$ cat config.mk
export PLATFORM = sky130hd
export DESIGN_NAME = trap_unit
export DESIGN_NICKNAME = d
export VERILOG_FILES = /design/src/rtl/trap_pkg.sv /design/src/rtl/trap_route.sv /design/src/rtl/trap_target.sv /design/src/rtl/trap_unit.sv
export SDC_FILE = /design/constraint.sdc
export NUM_CORES = 1
export LEC_CHECK = 0
export BUFFER_PORTS_ARGS = -buffer_cell sky130_fd_sc_hd__buf_2
export CORE_AREA = 5 5 174 176
export CTS_BUF_LIST = sky130_fd_sc_hd__clkbuf_8
export CTS_CLUSTER_DIAMETER = 200
export DETAILED_ROUTE_END_ITERATION = 12
export DIE_AREA = 0 0 179 181
export GPL_ROUTABILITY_DRIVEN = 1
export GPL_TIMING_DRIVEN = 0
export PLACE_DENSITY = 0.82
export RECOVER_POWER = 100
export SKIP_CTS_REPAIR_TIMING = 1
export SYNTH_ARGS = -nofsm -noshare
export SYNTH_HDL_FRONTEND = slang
export SYNTH_SLANG_ARGS = --single-unit
$ cat constraint.sdc
create_clock -name clk -period 3.5 [get_ports clk]
set_input_delay 0.35 -clock clk [delete_from_list [all_inputs] [get_ports clk]]
set_output_delay 0.35 -clock clk [all_outputs]
set_load 0.05 [all_outputs]
$ cat src/rtl/trap_pkg.sv
// Shared encodings for the trap entry unit.
// Assumes privilege is a 2-bit field where 3 is the most privileged.
package trap_pkg;
    localparam logic [1:0] LVL_USER  = 2'd0;
    localparam logic [1:0] LVL_SUPER = 2'd1;
    localparam logic [1:0] LVL_RSVD  = 2'd2;
    localparam logic [1:0] LVL_MACH  = 2'd3;

    localparam int unsigned BRK_CODE   = 3;
    localparam logic [2:0]  WHY_SWBRK  = 3'd1;

    localparam logic [2:0] SEL_STVEC  = 3'd0;
    localparam logic [2:0] SEL_MTVEC  = 3'd1;
    localparam logic [2:0] SEL_EDELEG = 3'd2;
    localparam logic [2:0] SEL_IDELEG = 3'd3;
    localparam logic [2:0] SEL_IE     = 3'd4;
    localparam logic [2:0] SEL_BRKEN  = 3'd5;
    localparam logic [2:0] SEL_PRIV   = 3'd6;

    typedef enum logic [1:0] {
        RT_MACH      = 2'd0,
        RT_SUPER     = 2'd1,
        RT_DBG_ENTER = 2'd2,
        RT_DBG_STAY  = 2'd3
    } route_e;
endpackage

$ cat src/rtl/trap_route.sv
// Chooses where a trap is handled: supervisor, machine, debug entry or
// debug stay. Purely combinational. Assumes CODE_W >= log2(XLEN).
module trap_route
    import trap_pkg::*;
#(
    parameter int XLEN   = 32,
    parameter int CODE_W = 6
) (
    input  logic              irq,
    input  logic [CODE_W-1:0] code,
    input  logic [1:0]        priv,
    input  logic              dbg_mode,
    input  logic [XLEN-1:0]   edeleg,
    input  logic [XLEN-1:0]   ideleg,
    input  logic [3:0]        brk_en,
    output logic              brk,
    output route_e            route
);
    localparam int IDX_W = $clog2(XLEN);

    logic [XLEN-1:0] mask;
    logic            in_range;
    logic            deleg_hit;

    // Select the mask by trap kind and look up the delegation bit.
    always_comb begin
        brk       = !irq && (code == CODE_W'(BRK_CODE));
        mask      = irq ? ideleg : edeleg;
        in_range  = (32'(code) < XLEN);
        deleg_hit = in_range && mask[code[IDX_W-1:0]] && (priv <= LVL_SUPER);
    end

    // Pick the route in priority order: debug stay, debug entry, delegation.
    always_comb begin
        if (dbg_mode)               route = RT_DBG_STAY;
        else if (brk && brk_en[priv]) route = RT_DBG_ENTER;
        else if (deleg_hit)         route = RT_SUPER;
        else                        route = RT_MACH;
    end
endmodule

$ cat src/rtl/trap_target.sv
// Computes the redirect PC for a chosen route. Combinational.
// Assumes the vector registers already carry their write masking.
module trap_target
    import trap_pkg::*;
#(
    parameter int              XLEN      = 32,
    parameter int              CODE_W    = 6,
    parameter logic [XLEN-1:0] DBG_ENTRY = '0,
    parameter logic [XLEN-1:0] DBG_TVEC  = '0
) (
    input  route_e            route,
    input  logic              irq,
    input  logic              brk,
    input  logic [CODE_W-1:0] code,
    input  logic [XLEN-1:0]   stvec,
    input  logic [XLEN-1:0]   mtvec,
    output logic [XLEN-1:0]   target
);
    logic [XLEN-1:0] base;
    logic [XLEN-1:0] offs;

    // Machine base without the mode bit, plus the vectored offset for interrupts.
    always_comb begin
        base = {mtvec[XLEN-1:1], 1'b0};
        offs = (mtvec[0] && irq) ? ({{(XLEN-CODE_W){1'b0}}, code} << 2) : '0;
    end

    // Select the target address for the route.
    always_comb begin
        unique case (route)
            RT_SUPER:     target = stvec;
            RT_DBG_ENTER: target = DBG_ENTRY;
            RT_DBG_STAY:  target = brk ? DBG_ENTRY : DBG_TVEC;
            default:      target = base + offs;
        endcase
    end
endmodule

$ cat src/rtl/trap_unit.sv
// Trap entry unit: holds privilege, enable stack, vectors, delegation masks
// and saved trap state; updates them on a trap strobe and issues a
// registered redirect one cycle later. Assumes cfg_we and trap_vld are not
// raised together; if they are, the trap wins and the write is dropped.
module trap_unit
    import trap_pkg::*;
#(
    parameter int              XLEN      = 32,
    parameter int              CODE_W    = 6,
    parameter logic [XLEN-1:0] RESET_VEC = 32'h0000_1000,
    parameter logic [XLEN-1:0] DBG_ENTRY = 32'h0000_0800,
    parameter logic [XLEN-1:0] DBG_TVEC  = 32'h0000_0808
) (
    input  logic              clk,
    input  logic              rst_n,
    input  logic              trap_vld,
    input  logic              trap_irq,
    input  logic [CODE_W-1:0] trap_code,
    input  logic [XLEN-1:0]   trap_pc,
    input  logic              bad_vld,
    input  logic [XLEN-1:0]   bad_addr,
    input  logic              dbg_mode,
    input  logic              cfg_we,
    input  logic [2:0]        cfg_sel,
    input  logic [XLEN-1:0]   cfg_wdata,
    output logic              redir_vld,
    output logic [XLEN-1:0]   redir_pc,
    output logic [1:0]        cur_priv,
    output logic [6:0]        status,
    output logic [XLEN-1:0]   stvec_o,
    output logic [XLEN-1:0]   mtvec_o,
    output logic [XLEN-1:0]   sepc,
    output logic [XLEN-1:0]   scause,
    output logic [XLEN-1:0]   sbad,
    output logic [XLEN-1:0]   mepc,
    output logic [XLEN-1:0]   mcause,
    output logic [XLEN-1:0]   mbad,
    output logic [XLEN-1:0]   dpc,
    output logic [2:0]        dbg_why,
    output logic [1:0]        dbg_prv
);
    localparam int PAD_W = XLEN - 1 - CODE_W;

    logic            sie, mie, spie, mpie, spp;
    logic [1:0]      mpp;
    logic [XLEN-1:0] edeleg, ideleg;
    logic [3:0]      brk_en;
    logic            brk;
    route_e          route;
    logic [XLEN-1:0] target;
    logic [XLEN-1:0] cause_w;

    trap_route #(.XLEN(XLEN), .CODE_W(CODE_W)) u_route (
        .irq      (trap_irq),
        .code     (trap_code),
        .priv     (cur_priv),
        .dbg_mode (dbg_mode),
        .edeleg   (edeleg),
        .ideleg   (ideleg),
        .brk_en   (brk_en),
        .brk      (brk),
        .route    (route)
    );

    trap_target #(.XLEN(XLEN), .CODE_W(CODE_W),
                  .DBG_ENTRY(DBG_ENTRY), .DBG_TVEC(DBG_TVEC)) u_target (
        .route  (route),
        .irq    (trap_irq),
        .brk    (brk),
        .code   (trap_code),
        .stvec  (stvec_o),
        .mtvec  (mtvec_o),
        .target (target)
    );

    // Cause word: interrupt flag in the top bit, code zero-extended below it.
    always_comb cause_w = {trap_irq, {PAD_W{1'b0}}, trap_code};

    // Pack the enable stack for the status output.
    always_comb status = {mpp, spp, mpie, spie, mie, sie};

    // Registered redirect strobe and target.
    always_ff @(posedge clk) begin
        if (!rst_n) begin
            redir_vld <= 1'b0;
            redir_pc  <= RESET_VEC;
        end else begin
            redir_vld <= trap_vld;
            if (trap_vld) redir_pc <= target;
        end
    end

    // Trap state update, with configuration writes in trap-free cycles.
    always_ff @(posedge clk) begin
        if (!rst_n) begin
            cur_priv <= LVL_MACH;
            {sie, mie, spie, mpie, spp} <= '0;
            mpp     <= LVL_USER;
            stvec_o <= '0;  mtvec_o <= '0;
            edeleg  <= '0;  ideleg  <= '0;  brk_en <= '0;
            sepc    <= '0;  scause  <= '0;  sbad   <= '0;
            mepc    <= '0;  mcause  <= '0;  mbad   <= '0;
            dpc     <= '0;  dbg_why <= '0;  dbg_prv <= LVL_USER;
        end else if (trap_vld) begin
            unique case (route)
                RT_SUPER: begin
                    spie     <= sie;
                    spp      <= cur_priv[0];
                    sie      <= 1'b0;
                    sepc     <= trap_pc;
                    scause   <= cause_w;
                    if (bad_vld) sbad <= bad_addr;
                    cur_priv <= LVL_SUPER;
                end
                RT_MACH: begin
                    mpie     <= mie;
                    mpp      <= cur_priv;
                    mie      <= 1'b0;
                    mepc     <= trap_pc;
                    mcause   <= cause_w;
                    if (bad_vld) mbad <= bad_addr;
                    cur_priv <= LVL_MACH;
                end
                RT_DBG_ENTER: begin
                    dbg_why  <= WHY_SWBRK;
                    dbg_prv  <= cur_priv;
                    dpc      <= trap_pc;
                    cur_priv <= LVL_MACH;
                end
                default: ;
            endcase
        end else if (cfg_we) begin
            unique case (cfg_sel)
                SEL_STVEC:  stvec_o <= {cfg_wdata[XLEN-1:2], 2'b00};
                SEL_MTVEC:  mtvec_o <= {cfg_wdata[XLEN-1:2], 1'b0, cfg_wdata[0]};
                SEL_EDELEG: edeleg  <= cfg_wdata;
                SEL_IDELEG: ideleg  <= cfg_wdata;
                SEL_IE:     {mie, sie} <= cfg_wdata[1:0];
                SEL_BRKEN:  brk_en  <= cfg_wdata[3:0];
                SEL_PRIV:   cur_priv <= (cfg_wdata[1:0] == LVL_RSVD) ? LVL_USER
                                                                      : cfg_wdata[1:0];
                default: ;
            endcase
        end
    end
endmodule

Yosys cells after proc, flatten, opt, wreduce, memory -nomap -nowiden:

Cells that the tools add are included.
W data, S select, Z words.

* add/subtract/negate cells: 1
* multiply operators: 0
* div/mod/pow operators: 0
* $lt $le $gt $ge: 4
* equality and inequality tests: 14
* shift operators: 0
* mux-type cells: 24
* bitwise operators: 1
* reduce and logical (&&, ||, !) cells: 25

Operators by type and width (number)
* $pmux W32 S3: 1
* $add A32 B32 Y32: 1
* $mux W32: 1
* $reduce_and A3 Y1: 10
* $mux W2: 6
* $mux W1: 11
* $eq A3 B3 Y1 const B: 3
* $mux W8: 1
* $eq A2 B2 Y1 const B: 3
* $eq A3 B2 Y1 const B: 2
* $eq A6 B2 Y1 const B: 1
* $lt A5 B6 Y1 const B: 1
* $lt A6 B6 Y1 const B: 1
* $reduce_and A2 Y1: 3
* $reduce_bool A2 Y1: 3
* $bmux W1 S5: 1
* $logic_and A1 B1 Y1: 5
* $mux W4: 1
* $ne A2 B1 Y1 const B: 2
* $pmux W2 S2: 1
* $eq A3 B1 Y1 const B: 1
* $logic_not A3 Y1: 1
* $lt A2 B3 Y1 const B: 1
* $ne A3 B2 Y1 const B: 1
* other kinds (7): 7

* register bits: 348
* bits in latches: 0
* memory bits (writable): 0
* ROM bits: 0
* input port bits: 112
* output and inout bits: 335
* memories: 0

Longest topological paths before layout:

Gate-level depths: netlist (run 1).

* depth after elaboration: 12
* depth in mapped cells: 12
* depth with buffers taken out: 9

Hierarchy:

From an unflattened synthesis (run 1), not the netlist that was laid out.

* cell total of the unflattened synthesis: 1843
* area total of the unflattened synthesis: 15835.2 µm²

Modules (own cells, without submodules)
* trap_unit: times used 1, cells an instance 1583, area each 13927.1 µm², sequential area each 6966.7 µm²
* trap_target: times used 1, cells an instance 194, area each 1271.2 µm², sequential area each 0.0 µm²
* trap_route: times used 1, cells an instance 66, area each 636.9 µm², sequential area each 0.0 µm²

Least setup slack after synthesis (run 1):

Ideal clock, no wire load.

* kind: input-to-reg
* start point: input trap_irq
* end point: register redir_pc[26]
* setup time: 0.130 ns
* arrival: 2.780 ns
* path slack: 0.590 ns
* stages on the path: 12
* path buffers: 3
* cells stage by stage: buf_2 -> clkbuf_1 -> and3_1 -> ha_1 -> fa_1 -> a211oi_1 -> o21bai_1 -> a21oi_1 -> clkbuf_1 -> nor4_1 -> a211oi_1 -> o31ai_1

* cells in the longest elaborated chain, start to end: 10
* elaborated cells on any way between the ends: 18

Ends and longest elaborated chain
* from (decl): RTL line trap_unit.sv:17 `input logic trap_irq,`
* $mux W32: RTL line trap_route.sv:28 `mask = irq ? ideleg : edeleg;`
* $bmux W1 S5: RTL line trap_route.sv:30 `deleg_hit = in_range && mask[code[IDX_W-1:0]] && (priv <= LVL_SUPER);`
* $mux W1 (not written as such): RTL line trap_route.sv:30
* $logic_and A1 B1 Y1 (2 in a row): RTL line trap_route.sv:30
* $mux W1: RTL line trap_route.sv:37 `else if (deleg_hit) route = RT_SUPER;`
* $mux W2: RTL line trap_route.sv:36 `else if (brk && brk_en[priv]) route = RT_DBG_ENTER;`
* $mux W2: RTL line trap_route.sv:35 `if (dbg_mode) route = RT_DBG_STAY;`
* $eq A2 B2 Y1 or $eq A2 B1 Y1 (tied branches): RTL line trap_target.sv:30 `unique case (route)`
* $pmux W32 S3 (*): RTL line trap_target.sv:30
* to (signal assigned): RTL line trap_unit.sv:89 `if (trap_vld) redir_pc <= target;`
* to (decl): RTL line trap_unit.sv:27 `output logic [XLEN-1:0] redir_pc,`

Mark *: on every way between the ends. The rest lies on a longest branch, timed or not. The select of a mux whose other input is x is not followed.
A chain may end at the register's enable or synchronous reset.

Worst setup path after layout (run 1):

* start point: input trap_code[1]
* end point: register redir_pc[12]

* cells in the longest elaborated chain, start to end: 9
* elaborated cells on any way between the ends: 17

Ends and longest elaborated chain
* from (decl): RTL line trap_unit.sv:18 `input logic [CODE_W-1:0] trap_code,`
* $bmux W1 S5: RTL line trap_route.sv:30
* $mux W1 (not written as such): RTL line trap_route.sv:30
* $logic_and A1 B1 Y1 (2 in a row): RTL line trap_route.sv:30
* $mux W1: RTL line trap_route.sv:37
* $mux W2: RTL line trap_route.sv:36
* $mux W2: RTL line trap_route.sv:35
* $eq A2 B2 Y1 or $eq A2 B1 Y1 (tied branches): RTL line trap_target.sv:30
* $pmux W32 S3 (*): RTL line trap_target.sv:30

Marks and branches as above.

==> summary.txt, run 1 <==
worst setup path class -> in -> reg
R2R Setup Slk -> 0.24 ns
worst relative slew slack -> 34.60%
largest net degree at the start of global routing -> 17
via count of the first global-routing pass -> 14140
arrival time of the worst setup path -> 3.89 ns
most common cell after layout, fill and taps aside -> nand2_1
clk slew on worst S/H paths -> 0.06 ns
total iterations of the first detailed-routing run -> 5
share of the clock period used by the worst path after layout -> 98.14%
GP Congestion -> 1.005
cell leakage power -> 0.007144 uW
kind of launch point of the worst setup path -> input port
number of antenna violations at the first check in global routing -> 8
classification of the worst-slack hold path -> in -> reg
remaining antenna violation count -> 0
number of distinct library cells after synthesis -> 64
number of hold violations in the final report -> 0
final worst clock skew -> 0.03917 ns
port bufs -> 384
max-slew violation count -> 0
cell chosen for the clock root -> clkbuf_8
sequential-to-total area share from yosys stat -> 45.64%
share of synthesized area spent on multiplexers -> 12.62%
Final Instance Count excl. Fillers -> 2651
r2r startpoint -> mtvec_o[0]
clk sinks -> 346
final routed DRC violation total -> 0
area enclosed by the die boundary -> 32400 um^2
P&R area growth vs syn -> 21.88%
clock period minus worst slack -> 3.435 ns
Primary FF master, synth -> dfxtp_1
TritonCTS clock tree -> done
clock tree buffer depth -> 3
Setup TNS -> 0 ns
maximum vdd ir drop -> 0.3084 mV
total of max-cap violations -> 0
average vias per placed instance -> 5.472
adder-cell share of the synthesized area -> 0.6265%
core region area -> 28470 um^2
synthesized area -> 15180 um^2
depth of the worst register-to-register path -> 10
share of layout cells above drive strength 1 -> 13.22%
endpoint class of the critical path -> flip-flop
endpoint of the worst register-to-register path -> redir_pc[12]
Required @ worst endpoint -> 3.95 ns
gate count of the mapped netlist -> 1718
# rows -> 62
H-tree depth -> 2
number of buffers added by the clock tree synthesis step -> 57
number of DRC violations after detailed-routing iteration 0 -> 984
worst hold-check slack -> 0.008188 ns
power density normalized to cell area -> 454.9 nW/um^2
maximum fanout along the worst path -> 10
post-detailed-placement half-perimeter wirelength -> 41.64 mm
number of filler instances in the final layout -> 2519
Syn. warnings -> 0
latest clock arrival within the worst-skew pair -> 0.61 ns
number of I/O pins -> 447
routed wire length -> 53.64 mm
Synth Area in XOR/XNOR -> 0.8078%
Storage cell area -> 6927 um^2
fraction of registers with async set/reset -> 0%
worst slack at placement -> -0.3293 ns
setup repair after global routing missed its margin -> false
Endpoint, Worst Hold -> dpc[28]
vias post-DR -> 14510
most frequent cells in the layout -> nand2_1 (584), clkbuf_1 (377), dfxtp_1 (346)
number of instances in the placed design -> 2542
area fraction in and, or, nand and nor cells after synthesis -> 19.20%
syn_area_per_cell -> 8.835 um^2
endpoints failing setup -> 0
slack of the critical path -> 0.06521 ns
global-route total usage across every layer -> 31.62%
achievable frequency -> 291.1 MHz
summed area of non-filler cells in the final layout -> 18500 um^2
overall die width -> 179 um
number of cells traversed by the worst hold path -> 3
measured slew at the worst slew-check pin -> 0.9720 ns
launch instance of the worst min-delay path -> trap_pc[28]
fraction of the mapped netlist area in compound gates -> 13.73%
net count of the finished layout -> 2337
Area after DPL -> 17790 um^2
register bit total from synthesis -> 346
wire per inst -> 20.23 um
first-pass GRT wire length -> 80.65 mm
multi-input gate area in the final layout -> 7332 um^2
dominant combinational cell family by area after synthesis -> simple AND/OR/NAND/NOR gates
run status -> completed
Die H -> 181 um
total global routing overflow -> 0
EDFF count, synth -> 0
Starting Density -> 53.31%
==> per-stage QoR <==
stage / util, % / total power [uW]
after global routing: 64.98 / 8704
after CTS: 66.38 / 8452
final: 64.98 / 8416
after detailed placement: 62.49 / 5066
after global placement: 62.49 / 5053
after floorplan: - / 4776
==> cells in the mapped netlist (6+ instances only) <==
master	instances	area, um^2
nand2_1	584	2192
dfxtp_1	346	6927
a21boi_0	162	1216
mux2i_1	152	1521
clkbuf_1	94	352.8
buf_4	74	555.5
nor3_1	33	165.2
o21ai_0	16	80.08
o31ai_1	16	120.1
a211oi_1	15	112.6
nor4_1	13	81.33
o31a_1	13	113.9
buf_2	11	55.05
mux4_2	11	247.7
nor2_1	11	41.29
and3_1	10	62.56
a21oi_1	9	45.04
nand3_1	9	45.04
xnor2_1	9	78.83
nand4_1	8	50.05
a22o_1	7	61.31
and2_1	7	43.79
ha_1	6	75.07
mux2_2	6	67.56
nor2b_1	6	37.54
o211ai_1	6	45.04
o21a_1	6	45.04
==> where the power goes <==
group	internal, uW	total [uW]	switching (uW)
Clock	1800	3430	1630
Sequential	4000	4050	45.7
Combinational	246	938	692
Total	6050	8420	2370
==> layer usage <==
metal / up-vias / global-route usage, % / wire length, um
met5: - / 0 / 27
met2: 778 / 51.05 / 24760
met4: 4 / 17.99 / 3383
met1: 6807 / 38.57 / 20370
met3: 200 / 7.295 / 5097
li1: 6716 / - / -
==> registers in the layout (all words and copies together) (netlist names), 2 cells and up <==
| signal | cells |
|---|---|
| brk_en | 4 |
| cur_priv | 2 |
| dbg_prv | 2 |
| dpc | 32 |
| edeleg | 32 |
| ideleg | 32 |
| mbad | 32 |
| mcause | 7 |
| mepc | 32 |
| mpp | 2 |
| mtvec_o | 31 |
| redir_pc | 30 |
| sbad | 32 |
| scause | 7 |
| sepc | 32 |
| stvec_o | 30 |
==> worst max-delay path, stage by stage <==
cell	delay (ns)
clkbuf_1	0.36
clkbuf_1	0.60
and2_0	0.57
a221oi_1	0.19
a21oi_1	0.33
a21oi_1	0.27
buf_2	0.26
buf_2	0.20
nor3_1	0.61
o31ai_1	0.14
==> cell type report <==
type | count | area share [%]
Sequential cell | 346 | 37.44
Clock buffer | 66 | 4.910
Tap cell | 384 | 2.597
Inverter | 4 | 0.08116
Clock inverter | 36 | 1.069
Timing Repair Buffer | 385 | 8.556
Multi-Input combinational cell | 1234 | 39.63
Buffer | 190 | 5.627
Antenna cell | 6 | 0.08116
==> worst max-delay path by stage <==
stage | slack (ns) | start | endpoint | depth (start not counted)
after floorplan | 0.59 | trap_irq | redir_pc[26] | 12
after global placement | -0.25 | trap_irq | redir_pc[12] | 12
after detailed placement | -0.33 | trap_irq | redir_pc[12] | 12
after CTS | 0.19 | mtvec_o[0] | redir_pc[12] | 10
after global routing | 0.06 | trap_code[1] | redir_pc[12] | 10
final | 0.07 | trap_code[1] | redir_pc[12] | 10
==> cells by family after synthesis <==
| logic type | after synthesis |
|---|---|
| compound gates | 277 |
| xor+xnor | 14 |
| mux | 172 |
| simple gates | 707 |
| buf+inv | 194 |
| other cells | 1 |
| flops | 346 |
| fa+ha+maj | 7 |
No activity file was read; power rests on OpenSTA's default activity.
==> run 2: changes to the inputs <==
==> constraint.sdc (replaced) <==
create_clock -name clk -period 3.63 [get_ports clk]
set_input_delay 0.363 -clock clk [delete_from_list [all_inputs] [get_ports clk]]
set_output_delay 0.363 -clock clk [all_outputs]
set_load 0.05 [all_outputs]
==> summary.txt, run 2 (synthesized netlist as in run 1, its figures left out) <==
Starting Density -> 53.31% (unchanged)
average vias per placed instance -> 5.453 (-0.33%)
routed wire length -> 53.60 mm (about the same)
# rows -> 62 (unchanged)
H-tree depth -> 2 (unchanged)
internal power of the cells -> 5831 uW (-3.6%)
setup repair after global routing missed its margin -> false
most frequent cells in the layout -> nand2_1 (584), clkbuf_1 (378), dfxtp_1 (346)
post-detailed-placement half-perimeter wirelength -> 41.64 mm (unchanged)
total iterations of the first detailed-routing run -> 5 (unchanged)
endpoints failing setup -> 0 (unchanged)
maximum fanout along the worst path -> 10 (unchanged)
sw frac -> 28.14% (about the same)
port bufs -> 384 (unchanged)
P&R area growth vs syn -> 21.97% (about the same)
area enclosed by the die boundary -> 32400 um^2 (unchanged)
endpoint of the worst register-to-register path -> redir_pc[12]
switching pwr -> 2284 uW (-3.5%)
Area after DPL -> 17790 um^2 (unchanged)
arrival time of the worst setup path -> 4.02 ns (+0.13 ns)
core region area -> 28470 um^2 (unchanged)
run status -> completed
combinational share of power -> 11.1% (about the same)
share of layout cells above drive strength 1 -> 13.23% (about the same)
launch instance of the worst min-delay path -> trap_pc[28]
measured slew at the worst slew-check pin -> 1.002 ns (+0.02962 ns)
R2R Setup Slk -> 0.24 ns (about the same)
kind of launch point of the worst setup path -> input port
number of I/O pins -> 447 (unchanged)
Buf/Inv on CP -> 5 (+1)
worst relative slew slack -> 32.61% (-2.0 points)
latest clock arrival within the worst-skew pair -> 0.61 ns (about the same)
clock period minus worst slack -> 3.540 ns
dominant cell type by count on the critical path -> clkbuf_1
wire per inst -> 20.22 um (about the same)
number of DRC violations after detailed-routing iteration 0 -> 1045 (+6.2%)
net count of the finished layout -> 2336 (-0.043%)
number of antenna violations at the first check in global routing -> 8 (unchanged)
total of max-cap violations -> 0 (unchanged)
largest stage delay on the critical path -> 0.60 ns (about the same)
cell family with most CP delay -> buffers and inverters
Crit. Startpoint -> trap_code[1]
Reg power frac -> 48.1% (about the same)
share of the clock period used by the worst path after layout -> 97.53%
global-route total usage across every layer -> 31.62% (unchanged)
Critical Path, Cell by Cell -> clkbuf_1 -> clkbuf_1 -> and2_0 -> a221oi_1 -> a21oi_1 -> a21o_1 -> clkbuf_1 -> a21oi_2 -> clkbuf_2 -> buf_2 -> mux2i_1
final routed DRC violation total -> 0 (unchanged)
worst hold-check slack -> 0.02617 ns (+0.01798 ns)
Crit-path slowest cell -> clkbuf_1
remaining antenna violation count -> 0 (unchanged)
vias post-DR -> 14450 (-0.37%)
final worst clock skew -> 0.03723 ns (-0.001938 ns)
maximum vdd ir drop -> 0.2937 mV (-4.8%)
max-slew violation count -> 0 (unchanged)
Die H -> 181 um (unchanged)
number of hold violations in the final report -> 0 (unchanged)
cell chosen for the clock root -> clkbuf_8
classification of the worst-slack hold path -> in -> reg
first-pass GRT wire length -> 80.65 mm (unchanged)
overall die width -> 179 um (unchanged)
Setup TNS -> 0 ns (unchanged)
number of buffers added by the clock tree synthesis step -> 57 (unchanged)
achievable frequency -> 282.5 MHz
clock share of power -> 40.8% (about the same)
cell leakage power -> 0.007143 uW (about the same)
number of filler instances in the final layout -> 2521 (+0.079%)
endpoint class of the critical path -> flip-flop
Required @ worst endpoint -> 4.11 ns (+0.16 ns)
Endpoint, Worst Hold -> dpc[28]
clk slew on worst S/H paths -> 0.06 ns (about the same)
clock tree buffer depth -> 3 (unchanged)
largest net degree at the start of global routing -> 17 (unchanged)
power density normalized to cell area -> 438.3 nW/um^2 (-3.7%)
number of cells traversed by the worst hold path -> 3 (unchanged)
summed area of non-filler cells in the final layout -> 18510 um^2 (about the same)
total global routing overflow -> 0 (unchanged)
most common cell after layout, fill and taps aside -> nand2_1
GP Congestion -> 1.005 (unchanged)
TritonCTS clock tree -> done
via count of the first global-routing pass -> 14140 (unchanged)
depth of the worst register-to-register path -> 10 (unchanged)
worst setup path class -> in -> reg
clk sinks -> 346 (unchanged)
r2r startpoint -> mtvec_o[0]
[run 2: cell count changes in the layout (fill, tap and decap cells not counted), sizes merged]
cell         delta
dlygate4sd3     -1
buf             -4
clkbuf          +4
[run 2: power groups by stage]
stage          sequential, uW  clock, uW  combinational, uW
6_report                 3900       3310                903
3_3_place_gp             3980          0                893
2_1_floorplan            4140          0                461
5_1_grt                  3900       3540                950
4_1_cts                  3900       3340                907
3_5_place_dp             3980          0                903
[run 2: cell type report]
type,count,area (um^2),area share (%)
Buffer,190,1064,5.745
Sequential cell,346,6927,37.42
Inverter,4,15.01,0.08110
Multi-Input combinational cell,1234,7333,39.61
Timing Repair Buffer,384,1573,8.496
Antenna cell,6,15.01,0.08110
Clock buffer,66,908.4,4.907
Clock inverter,36,197.7,1.068
Tap cell,384,480.5,2.595
[run 2: worst min-delay path, delay by kind of cell]
kind                   cells  cell delay, ns
buffers and inverters      1            0.10
AND/OR/NAND/NOR            1            0.04
AO/OA/AOI/OAI              1            0.07
[run 2: worst max path at each step]
stage,to,slack [ns],cells past startpoint
final,mcause[5],0.09,11
after global routing,mepc[2],0.04,11
after CTS,redir_pc[12],0.32,10
after detailed placement,redir_pc[12],-0.21,12
after global placement,redir_pc[12],-0.13,12
after floorplan,redir_pc[26],0.71,12
[run 2: through the flow]
stage                     instances  setup slack, ns  util, %  total power (uW)
after floorplan                1774           0.7067        -              4605
after global placement         2542          -0.1317    62.49              4872
after detailed placement       2542          -0.2123    62.49              4884
after CTS                      2644           0.3225    66.38              8149
after global routing           2650          0.04273    65.03              8391
final                          2650          0.08955    65.03              8114
[run 2: per-layer routing]
layer  global-route usage (%)  routed length (um)
met2                    51.05               24840
met5                        0                  27
met3                    7.295                4735
met1                    38.57               20690
met4                    17.99                3303
